## src/rtl/dcc_pkg.sv

```systemverilog
`timescale 1ns/1ps
package dcc_pkg;
    typedef enum logic [2:0] {
        ACT_HOLD,
        ACT_CLEAR,
        ACT_LOAD,
        ACT_INC,
        ACT_DEC,
        ACT_CLASH
    } dcc_act_e;
endpackage

```

## src/rtl/dcc_edge_sync.sv

```systemverilog
`timescale 1ns/1ps
module dcc_edge_sync #(
    parameter int STAGES = 2
) (
    input  logic clk,
    input  logic rst_n,
    input  logic async_i,
    output logic level_o,
    output logic rise_o
);
    typedef struct packed {
        logic [STAGES-1:0] chain;
        logic              last;
    } sync_t;

    sync_t st_d, st_q;

    always_comb begin
        st_d       = st_q;
        st_d.chain = {st_q.chain[STAGES-2:0], async_i};
        st_d.last  = st_q.chain[STAGES-1];
    end

    always_ff @(posedge clk or negedge rst_n) begin
        if (!rst_n) st_q <= '1;
        else        st_q <= st_d;
    end

    assign rise_o  = st_q.chain[STAGES-1] & ~st_q.last;
    assign level_o = st_q.last;
endmodule

```

## src/rtl/dcc_count_core.sv

```systemverilog
`timescale 1ns/1ps
module dcc_count_core
    import dcc_pkg::*;
#(
    parameter int WIDTH = 4
) (
    input  logic             clk,
    input  logic             rst_n,
    input  logic             clear_i,
    input  logic             load_n_i,
    input  logic [WIDTH-1:0] data_i,
    input  logic             up_rise_i,
    input  logic             dn_rise_i,
    output logic [WIDTH-1:0] count_o,
    output logic             fault_o
);
    typedef struct packed {
        logic [WIDTH-1:0] count;
        logic             fault;
    } core_t;

    core_t    st_d, st_q;
    dcc_act_e act;

    always_comb begin
        if (clear_i)                  act = ACT_CLEAR;
        else if (!load_n_i)           act = ACT_LOAD;
        else if (up_rise_i && dn_rise_i) act = ACT_CLASH;
        else if (up_rise_i)           act = ACT_INC;
        else if (dn_rise_i)           act = ACT_DEC;
        else                          act = ACT_HOLD;
    end

    always_comb begin
        st_d = st_q;
        if (up_rise_i && dn_rise_i) st_d.fault = 1'b1;
        unique case (act)
            ACT_CLEAR: st_d.count = '0;
            ACT_LOAD:  st_d.count = data_i;
            ACT_INC:   st_d.count = st_q.count + 1'b1;
            ACT_DEC:   st_d.count = st_q.count - 1'b1;
            default:   st_d.count = st_q.count;
        endcase
    end

    always_ff @(posedge clk or negedge rst_n) begin
        if (!rst_n) st_q <= '0;
        else        st_q <= st_d;
    end

    assign count_o = st_q.count;
    assign fault_o = st_q.fault;
endmodule

```

## src/rtl/dual_clock_counter.sv

```systemverilog
`timescale 1ns/1ps
module dual_clock_counter #(
    parameter int WIDTH       = 4,
    parameter int SYNC_STAGES = 2
) (
    input  logic             clk,
    input  logic             rst_n,
    input  logic             up_strobe_i,
    input  logic             dn_strobe_i,
    input  logic             clear_i,
    input  logic             load_n_i,
    input  logic [WIDTH-1:0] data_i,
    output logic [WIDTH-1:0] count_o,
    output logic             carry_n_o,
    output logic             borrow_n_o,
    output logic             fault_o
);
    localparam logic [WIDTH-1:0] TOP_VAL = '1;
    localparam int NSTROBE = 2;

    logic [NSTROBE-1:0] raw_s, lvl_s, rise_s;
    logic up_rise, dn_rise, up_lvl, dn_lvl;

    assign raw_s = {dn_strobe_i, up_strobe_i};

    for (genvar g = 0; g < NSTROBE; g++) begin : g_sync
        dcc_edge_sync #(.STAGES(SYNC_STAGES)) u_sync (
            .clk     (clk),
            .rst_n   (rst_n),
            .async_i (raw_s[g]),
            .level_o (lvl_s[g]),
            .rise_o  (rise_s[g])
        );
    end

    assign up_rise = rise_s[0];
    assign dn_rise = rise_s[1];
    assign up_lvl  = lvl_s[0];
    assign dn_lvl  = lvl_s[1];

    dcc_count_core #(.WIDTH(WIDTH)) u_core (
        .clk       (clk),
        .rst_n     (rst_n),
        .clear_i   (clear_i),
        .load_n_i  (load_n_i),
        .data_i    (data_i),
        .up_rise_i (up_rise),
        .dn_rise_i (dn_rise),
        .count_o   (count_o),
        .fault_o   (fault_o)
    );

    assign carry_n_o  = ~((count_o == TOP_VAL) & ~up_lvl);
    assign borrow_n_o = ~((count_o == '0) & ~dn_lvl);
endmodule

```

## config.mk

```make
export PLATFORM = sky130hd
export DESIGN_NAME = dual_clock_counter
export DESIGN_NICKNAME = d
export VERILOG_FILES = /design/src/rtl/dcc_pkg.sv /design/src/rtl/dcc_edge_sync.sv /design/src/rtl/dcc_count_core.sv /design/src/rtl/dual_clock_counter.sv
export SDC_FILE = /design/constraint.sdc
export NUM_CORES = 1
export LEC_CHECK = 0
export ABC_AREA = 1
export BUFFER_PORTS_ARGS = -buffer_cell sky130_fd_sc_hd__buf_2
export CAP_MARGIN = 20
export CORE_AREA = 2 2 39 41
export CTS_BUF_LIST = sky130_fd_sc_hd__clkbuf_4 sky130_fd_sc_hd__clkbuf_8
export CTS_CLUSTER_DIAMETER = 80
export DETAILED_ROUTE_END_ITERATION = 6
export DIE_AREA = 0 0 41 43
export PLACE_DENSITY = 0.69
export SYNTH_ARGS = -nofsm -noshare
export SYNTH_HDL_FRONTEND = slang
export SYNTH_SLANG_ARGS = --single-unit
```

## constraint.sdc

```tcl
create_clock -name clk -period 4.9 [get_ports clk]
set_clock_uncertainty 0.15 [all_clocks]
set_input_delay 0.49 -clock clk [delete_from_list [all_inputs] [get_ports clk]]
set_output_delay 0.49 -clock clk [all_outputs]
set_load 0.01 [all_outputs]
```

Yosys cells after proc, flatten, opt, wreduce, memory -nomap -nowiden --
Cells that the tools add are included.
Word-level totals: output and inout port bits 7, word-level logic and storage cells 30, register bits 11, bits of input ports 10
Operators by class: equal/unequal tests 5, add/sub/neg operators 2, bitwise gates (word level) 8, reduce and logical (&&, ||, !) cells 3, mux-type cells 6
Operators by type and width (count):
- $pmux 4 s4 | 1
- $mux 3 | 5
- $eq 3x2->1 const B | 2
- $add 4x1->4 const B | 1
- $and 1x1->1 | 4
- $eq 4x4->1 const B | 1
- $logic_not 4->1 | 1
- $not 1->1 | 4
- $reduce_bool 4->1 | 1
- $sub 4x1->4 const B | 1
- $eq 3x1->1 const B | 1
- $eq 3x3->1 const B | 1
- $logic_and 1x1->1 | 1

Logic depth before layout (Yosys ltp) --
Gate-level depths: netlist (run 1).
depth in word-level cells 9, depth in mapped cells 12, mapped depth without buffers 12

Cells and area by module --
A second synthesis (run 1) with hierarchy kept.
Unflattened totals: cell total of the unflattened synthesis 74, area total of the unflattened synthesis 596.8 µm²
By module, submodules not included:
- dcc_count_core | times used 1, area each 384.1 µm², sequential area each 125.1 µm², cells an instance 55
- dcc_edge_sync | times used 2, area each 88.8 µm², sequential area each 78.8 µm², cells an instance 5
- dual_clock_counter | times used 1, area each 35.0 µm², sequential area each 0.0 µm², cells an instance 9

Least setup slack after synthesis (run 1) --
Ideal clock, no wire load.
path kind reg-to-reg, start point reg g_sync[1].u_sync.st_q (netlist bit g_sync[1].u_sync.st_d[0]), end point reg u_core.st_q (netlist bit u_core.count_o[3]), setup time 0.121 ns, clock period less this slack 1.688 ns, path buffers 0, cell stages (with the launch flop) 12, arrival time 1.417 ns, data required time 4.629 ns, slack 3.212 ns, cells stage by stage dfstp_2 > inv_1 > nor2_4 > nand3_2 > inv_1 > ha_1 > inv_1 > a21oi_1 > nand2_1 > nand3_1 > nand3_1 > nand2_1
Between the ends: longest elaborated chain between the ends 8, elaborated cells between the ends (all ways) 13, classes of those cells eq/ne (4); mux (6); bitwise (1); reduce/logical (2)
RTL lines:
- start: declaration | line dcc_edge_sync.sv:16 | sync_t st_d, st_q;
- start signal: assignment | line dcc_edge_sync.sv:26 | else st_q <= st_d;
- $and 1x1->1 (*) | line dcc_edge_sync.sv:29 | assign rise_o = st_q.chain[STAGES-1] & ~st_q.last;
- $mux 3 | line dcc_count_core.sv:30 | else if (dn_rise_i) act = ACT_DEC;
- $mux 3 | line dcc_count_core.sv:29 | else if (up_rise_i) act = ACT_INC;
- $mux 3 (*) | line dcc_count_core.sv:28 | else if (up_rise_i && dn_rise_i) act = ACT_CLASH;
- $mux 3 (*) | line dcc_count_core.sv:27 | else if (!load_n_i) act = ACT_LOAD;
- $mux 3 (*) | line dcc_count_core.sv:26 | if (clear_i) act = ACT_CLEAR;
- $eq 3x3->1, or another cell as far along | line dcc_count_core.sv:37 | unique case (act)
- $pmux 4 s4 or $reduce_bool 4->1 (tied branches)
- end signal: assignment | line dcc_count_core.sv:48 | else st_q <= st_d;
- end: declaration | line dcc_count_core.sv:22 | core_t st_d, st_q;
Every way passes the cells marked *; elsewhere a longest branch is shown, timed or not. A chain may end at the register's enable or synchronous reset.

Final worst setup path (run 1) --
start point reg u_core.st_q (netlist bit u_core.count_o[0]), end point out carry_n_o
Between the ends: longest elaborated chain between the ends 3
RTL lines:
- $eq 4x4->1 | line dual_clock_counter.sv:53 | assign carry_n_o = ~((count_o == TOP_VAL) & ~up_lvl);
- $and 1x1->1 | line dual_clock_counter.sv:53
- $not 1->1 | line dual_clock_counter.sv:53
- end: declaration | line dual_clock_counter.sv:14 | output logic carry_n_o,
No other way between the ends.

==> reports/qor.yml, run 1 <==
grt_use_total: 0.1551
place_congestion: 0.7553
arrival_ps: 1200
p_total_w: 0.0001998
hold_path_depth: 1
drv_slew: 0
relSlewSlack: 0.8151
crit_required_ps: 4260
die_y_um: 43
met1_usage: 0.1763
die_x_um: 41
ant_nets: 0
final_nets: 99
r2r-start: "g_sync[1].u_sync.st_d[0]"
grt.met2_usage: 0.2563
drtIter0Drc: 5
rr_worst_depth: 11
grt_overflow: 0
ir_worst_vdd_mv: 0.2443
power_leakage_nw: 0.3776
die-area_um2: 1763
drv_cap: 0
remaining_drc_errors: 0
fin_util: 0.5199
worstSkewPairLatency_ps: 260
drt-pass1-iter-count: 2
post_cts_resized: 0
grt_pass1_wl_um: 1800
syn-instance-count: 65
num_rows: 14
startpoint: "u_core.count_o[0]"
avgSynthCellArea_um2: 8.912
vias: 483
synth_seq_area_share: 0.4881
whs_endpoint: "g_sync[0].u_sync.st_d[2]"
hold_class: "in -> reg"
clkSlewWorstSetupHoldPaths_ps: 60
ys_types: 19
dp_cells: 97
synth_area_um2: 579.3
initial_core_util: 0.4186
cts_buffers: 3
cts_root_buf: "clkbuf_4"
layout_common_cells: "buf_2, inv_1, nand2_1"
grt_pass1_vias: 461
viasPerCell: 4.735
gr-max-usage-layer: "met2"
io_pins: 17
clock_path_buffers: 2
antenna_found_initial: 0
stdcell_count: 102
tightestPinTransition_ps: 276.3
dp_hpwl_um: 921.4
endpoint_kind: "output pin"
wirelength_um: 1089
wl_per_cell_um: 10.68
post-place-ws_ps: 3001
met3_usage: 0.06283
num-fill-cells: 135
insertedDiodeCount: 0
fmax_ghz: 0.5443
worst_slack_ps: 3063
path_class: "reg -> out"
ys_warn_count: 0
grt_setup_unrepaired: "false"
min_period_ps: 1837
p_per_area_nw_per_um2: 277.8
clock-sinks: 11
min_from: "up_strobe_i"
reg2reg_to: "u_core.count_o[3]"
cts_tree: "built"
ys_ff_latch: 11
io_buffers: 16
area_growth_pct: 24.19
htree_levels: 1
status: "completed"
period_share: 0.3749
coreArea_um2: 1384
grt_max_degree: 12
cp-start-kind: "flip-flop"
setup_violations: 0
final_common_cell: "buf_2"
crit_fanout: 4
hold_viol_final: 0
rrSetupSlack_ps: 3070
tns_ps: 0
drive_gt1_frac: 0.3721
synth_nets: 77
postCtsSetupBuffers: 0
-- synth_stat cells, drive strengths merged --
master / n / area share
a21oi: 1 / 0.0086
dfstp: 6 / 0.27
o21ai: 1 / 0.0086
dfrtp: 5 / 0.22
a22oi: 2 / 0.026
nor2: 5 / 0.071
nand3: 7 / 0.069
nand2: 13 / 0.089
nor3: 2 / 0.017
o211ai: 2 / 0.026
ha: 2 / 0.043
nand4: 1 / 0.011
inv: 15 / 0.097
a31o: 1 / 0.015
xor2: 1 / 0.015
xnor2: 1 / 0.015
-- power breakdown --
part	switching, W	internal, W	leakage, nW
registers	0.00000488	0.0000985	0.125
clock network	0.0000260	0.0000369	0.0184
logic	0.0000197	0.0000138	0.234
-- worst max path at each step --
stage | end | slack (ps) | cells after the start
detailed placement | u_core.count_o[3] | 3000 | 13
finish | carry_n_o | 3060 | 4
global route | u_core.count_o[3] | 2930 | 11
floorplan | u_core.count_o[3] | 3210 | 11
global placement | u_core.count_o[3] | 3050 | 13
CTS | carry_n_o | 3050 | 4
-- sequential cells by signal, summed over array words and instances, names as in the netlist --
name	cells
u_core.count_o	4
g_sync.u_sync.level_o	2
u_core.fault_o	1
g_sync.u_sync.st_d	4
-- timing repair --
action,in CTS,in global routing
endpoints found under the setup margin,0,0
hold buffers,1,0
hold endpoints to repair,5,0
-- routing by layer --
metal	part of all wire	up-vias
met5	0	-
met4	0.013	0
met3	0.068	2
met2	0.51	14
met1	0.41	217
li1	-	250
-- cell families (layout without fill, tap and decap cells) --
| kind of cell | after synthesis | count (layout) | share of synthesized area |
|---|---|---|---|
| compound gates | 7 | 7 | 0.08420 |
| xor+xnor | 2 | 2 | 0.03024 |
| fa+ha+maj | 2 | 2 | 0.04319 |
| buf+inv | 15 | 36 | 0.09719 |
| flops | 11 | 11 | 0.4881 |
| simple gates | 28 | 28 | 0.2570 |
-- layout make-up --
type	count	area, um^2	share of cell area
multi-input combinational	39	240.2	0.3339
inverter	15	56.30	0.07826
sequential	11	282.8	0.3930
clock buffer	4	30.03	0.04174
tap	16	20.02	0.02783
timing repair buffer	17	90.09	0.1252
-- metrics by stage --
| step | hold WS, ps | area [um^2] |
|---|---|---|
| after global placement | 195.3 | 679.4 |
| final | 177.6 | 719.4 |
| after CTS | 169.7 | 719.4 |
| after floorplan | 44.41 | 579.3 |
| after detailed placement | 196.8 | 679.4 |
| after global routing | 162.7 | 719.4 |
-- critical path: stages (launching register included) --
cell and delay (ps):
dfrtp_1 400, inv_1 110, nor3_1 200, nand3_1 90, buf_2 150
Note: power is estimated with default switching activity, not from simulation.
==> run 2, diff against run 1 <==
- clock period: 4.9 -> 1.7 ns (I/O delays scaled with it)
==> reports/qor.yml, run 2 (synthesis gave the netlist of run 1 again) <==
final_nets: 109  # +10%
tightestPinTransition_ps: 324.2  # +47.91 ps
crit_required_ps: 1700  # -2560 ps
die_y_um: 43  # unchanged
path_class: "reg -> reg"
p_sw_frac: 0.2671  # +0.01373
clock-sinks: 11  # unchanged
antenna_found_initial: 0  # unchanged
startpoint: "g_sync[0].u_sync.st_d[0]"
rr_worst_depth: 11  # unchanged
fmax_ghz: 0.5798
p_total_w: 0.0006170  # +210%
grt_pass1_wl_um: 2256  # +25%
drive_gt1_frac: 0.5208  # +0.1487
crit_fanout: 3  # -1
grt_setup_unrepaired: "true"
clkSlewWorstSetupHoldPaths_ps: 70  # about the same
hold_class: "in -> reg"
coreArea_um2: 1384  # unchanged
rrSetupSlack_ps: -20  # -3090 ps
p_per_area_nw_per_um2: 718.9  # +160%
final_common_cell: "buf_2"
hold_viol_final: 0  # unchanged
reg2reg_to: "u_core.count_o[3]"
drv_slew: 0  # unchanged
die-area_um2: 1763  # unchanged
ant_nets: 0  # unchanged
clock_path_buffers: 2  # unchanged
worst_slack_ps: -24.82  # -3088 ps
vias: 549  # +14%
drv_cap: 0  # unchanged
placed_area_um2: 716.9  # +5.5%
num_rows: 14  # unchanged
grt_use_total: 0.1886  # +0.03348
final_area_um2: 858.3  # +19%
p_sw_w: 0.0001648  # +230%
hold_slack_ps: 5.501  # -172.1 ps
clock_power_share: 0.299  # -0.016
die_x_um: 41  # unchanged
critPathCapture: "u_core.count_o[3]"
power_leakage_nw: 0.4233  # +12%
grt_overflow: 0  # unchanged
area_growth_pct: 48.16
io_pins: 17  # unchanged
initial_core_util: 0.4186  # unchanged
violations: "negative setup slack"
seqPwrFrac: 0.485  # -0.032
p_comb_frac: 0.215  # +0.047
setup_violations: 1  # +1
insertedDiodeCount: 0  # unchanged
cts_buffers: 3  # unchanged
layout_common_cells: "buf_2, nand2_1, inv_1"
ir_worst_vdd_mv: 0.5746  # +140%
r2r-start: "g_sync[0].u_sync.st_d[0]"
wl_per_cell_um: 11.71  # +9.7%
relSlewSlack: 0.7831  # -0.03206
fin_util: 0.6203  # +0.1004
grt_pass1_vias: 560  # +21%
remaining_drc_errors: 0  # unchanged
min_period_ps: 1725
htree_levels: 1  # unchanged
place_congestion: 0.7660  # +1.4%
endpoint_kind: "flip-flop"
worstSkewPairLatency_ps: 260  # about the same
io_buffers: 16  # unchanged
cts_root_buf: "clkbuf_4"
wirelength_um: 1312  # +20%
cellInternalPower_w: 0.0004522  # +200%
dp_hpwl_um: 988.5  # +7.3%
viasPerCell: 4.902  # +3.5%
arrival_ps: 1720  # +520 ps
status: "finished with violations"
period_share: 1.015
post-place-ws_ps: -73.61  # -3074 ps
cp-start-kind: "flip-flop"
grt_max_degree: 12  # unchanged
drtIter0Drc: 4  # -1
cts_tree: "built"
drt-pass1-iter-count: 4  # +2
-- run 2: layout make-up --
| type | count | area [um^2] |
|---|---|---|
| fill | 128 | 525.5 |
| multi-input combinational | 39 | 292.8 |
| sequential | 11 | 282.8 |
| timing repair buffer | 27 | 176.4 |
| inverter | 15 | 56.30 |
| clock buffer | 4 | 30.03 |
| tap | 16 | 20.02 |
-- run 2: how the worst min path moves through the flow --
stage	startpoint	end	cells past startpoint
after floorplan	rst_n	u_core.count_o[0]	0
after CTS	data_i[0]	u_core.count_o[0]	3
after global routing	data_i[3]	u_core.count_o[3]	3
final	data_i[0]	u_core.count_o[0]	3
after global placement	rst_n	u_core.count_o[0]	1
after detailed placement	rst_n	u_core.count_o[2]	1
-- run 2: worst max-delay path, stage by stage, from the launching register on --
cell and delay (ps):
dfstp_2 550, nand2_2 80, nand3_4 90, inv_2 50, ha_4 260, inv_2 40, a21oi_2 90, nand2_1 70
nand2_1 60, nand2_1 50, nand3_1 70, nand2_1 60
-- run 2: timing repair --
action | CTS | global route
hold buffers | 4 | 0
setup endpoints to repair | 2 | 4
gates cloned | 0 | 0
resized for setup | 5 | 9
pin swaps | 6 | 8
buffers inserted | 2 | 1
endpoints found under the hold margin | 14 | 0
-- run 2: power by group through the flow --
stage | clock network [W] | registers [W] | logic [W]
global route | 0.000207 | 0.000301 | 0.000147
global placement | 0 | 0.000301 | 0.000100
detailed placement | 0 | 0.000302 | 0.000104
CTS | 0.000191 | 0.000299 | 0.000119
finish | 0.000185 | 0.000299 | 0.000133
floorplan | 0 | 0.000304 | 0.0000545
-- run 2: metal layers --
metal | global-route usage | wire length (um) | vias up
li1 | - | - | 269
met1 | 0.2365 | 542 | 262
met2 | 0.3031 | 699 | 16
met3 | 0.04712 | 56 | 2
met4 | 0.06000 | 14 | 0
met5 | 0 | 0 | -
-- run 2: per-stage QoR --
| stage | setup TNS (ps) | std cells |
|---|---|---|
| 6_report | -24.82 | 112 |
| 5_1_grt | -278.6 | 112 |
| 4_1_cts | -20.71 | 112 |
| 3_5_place_dp | -78.12 | 102 |
| 3_3_place_gp | -24.83 | 102 |
| 2_1_floorplan | 0 | 65 |
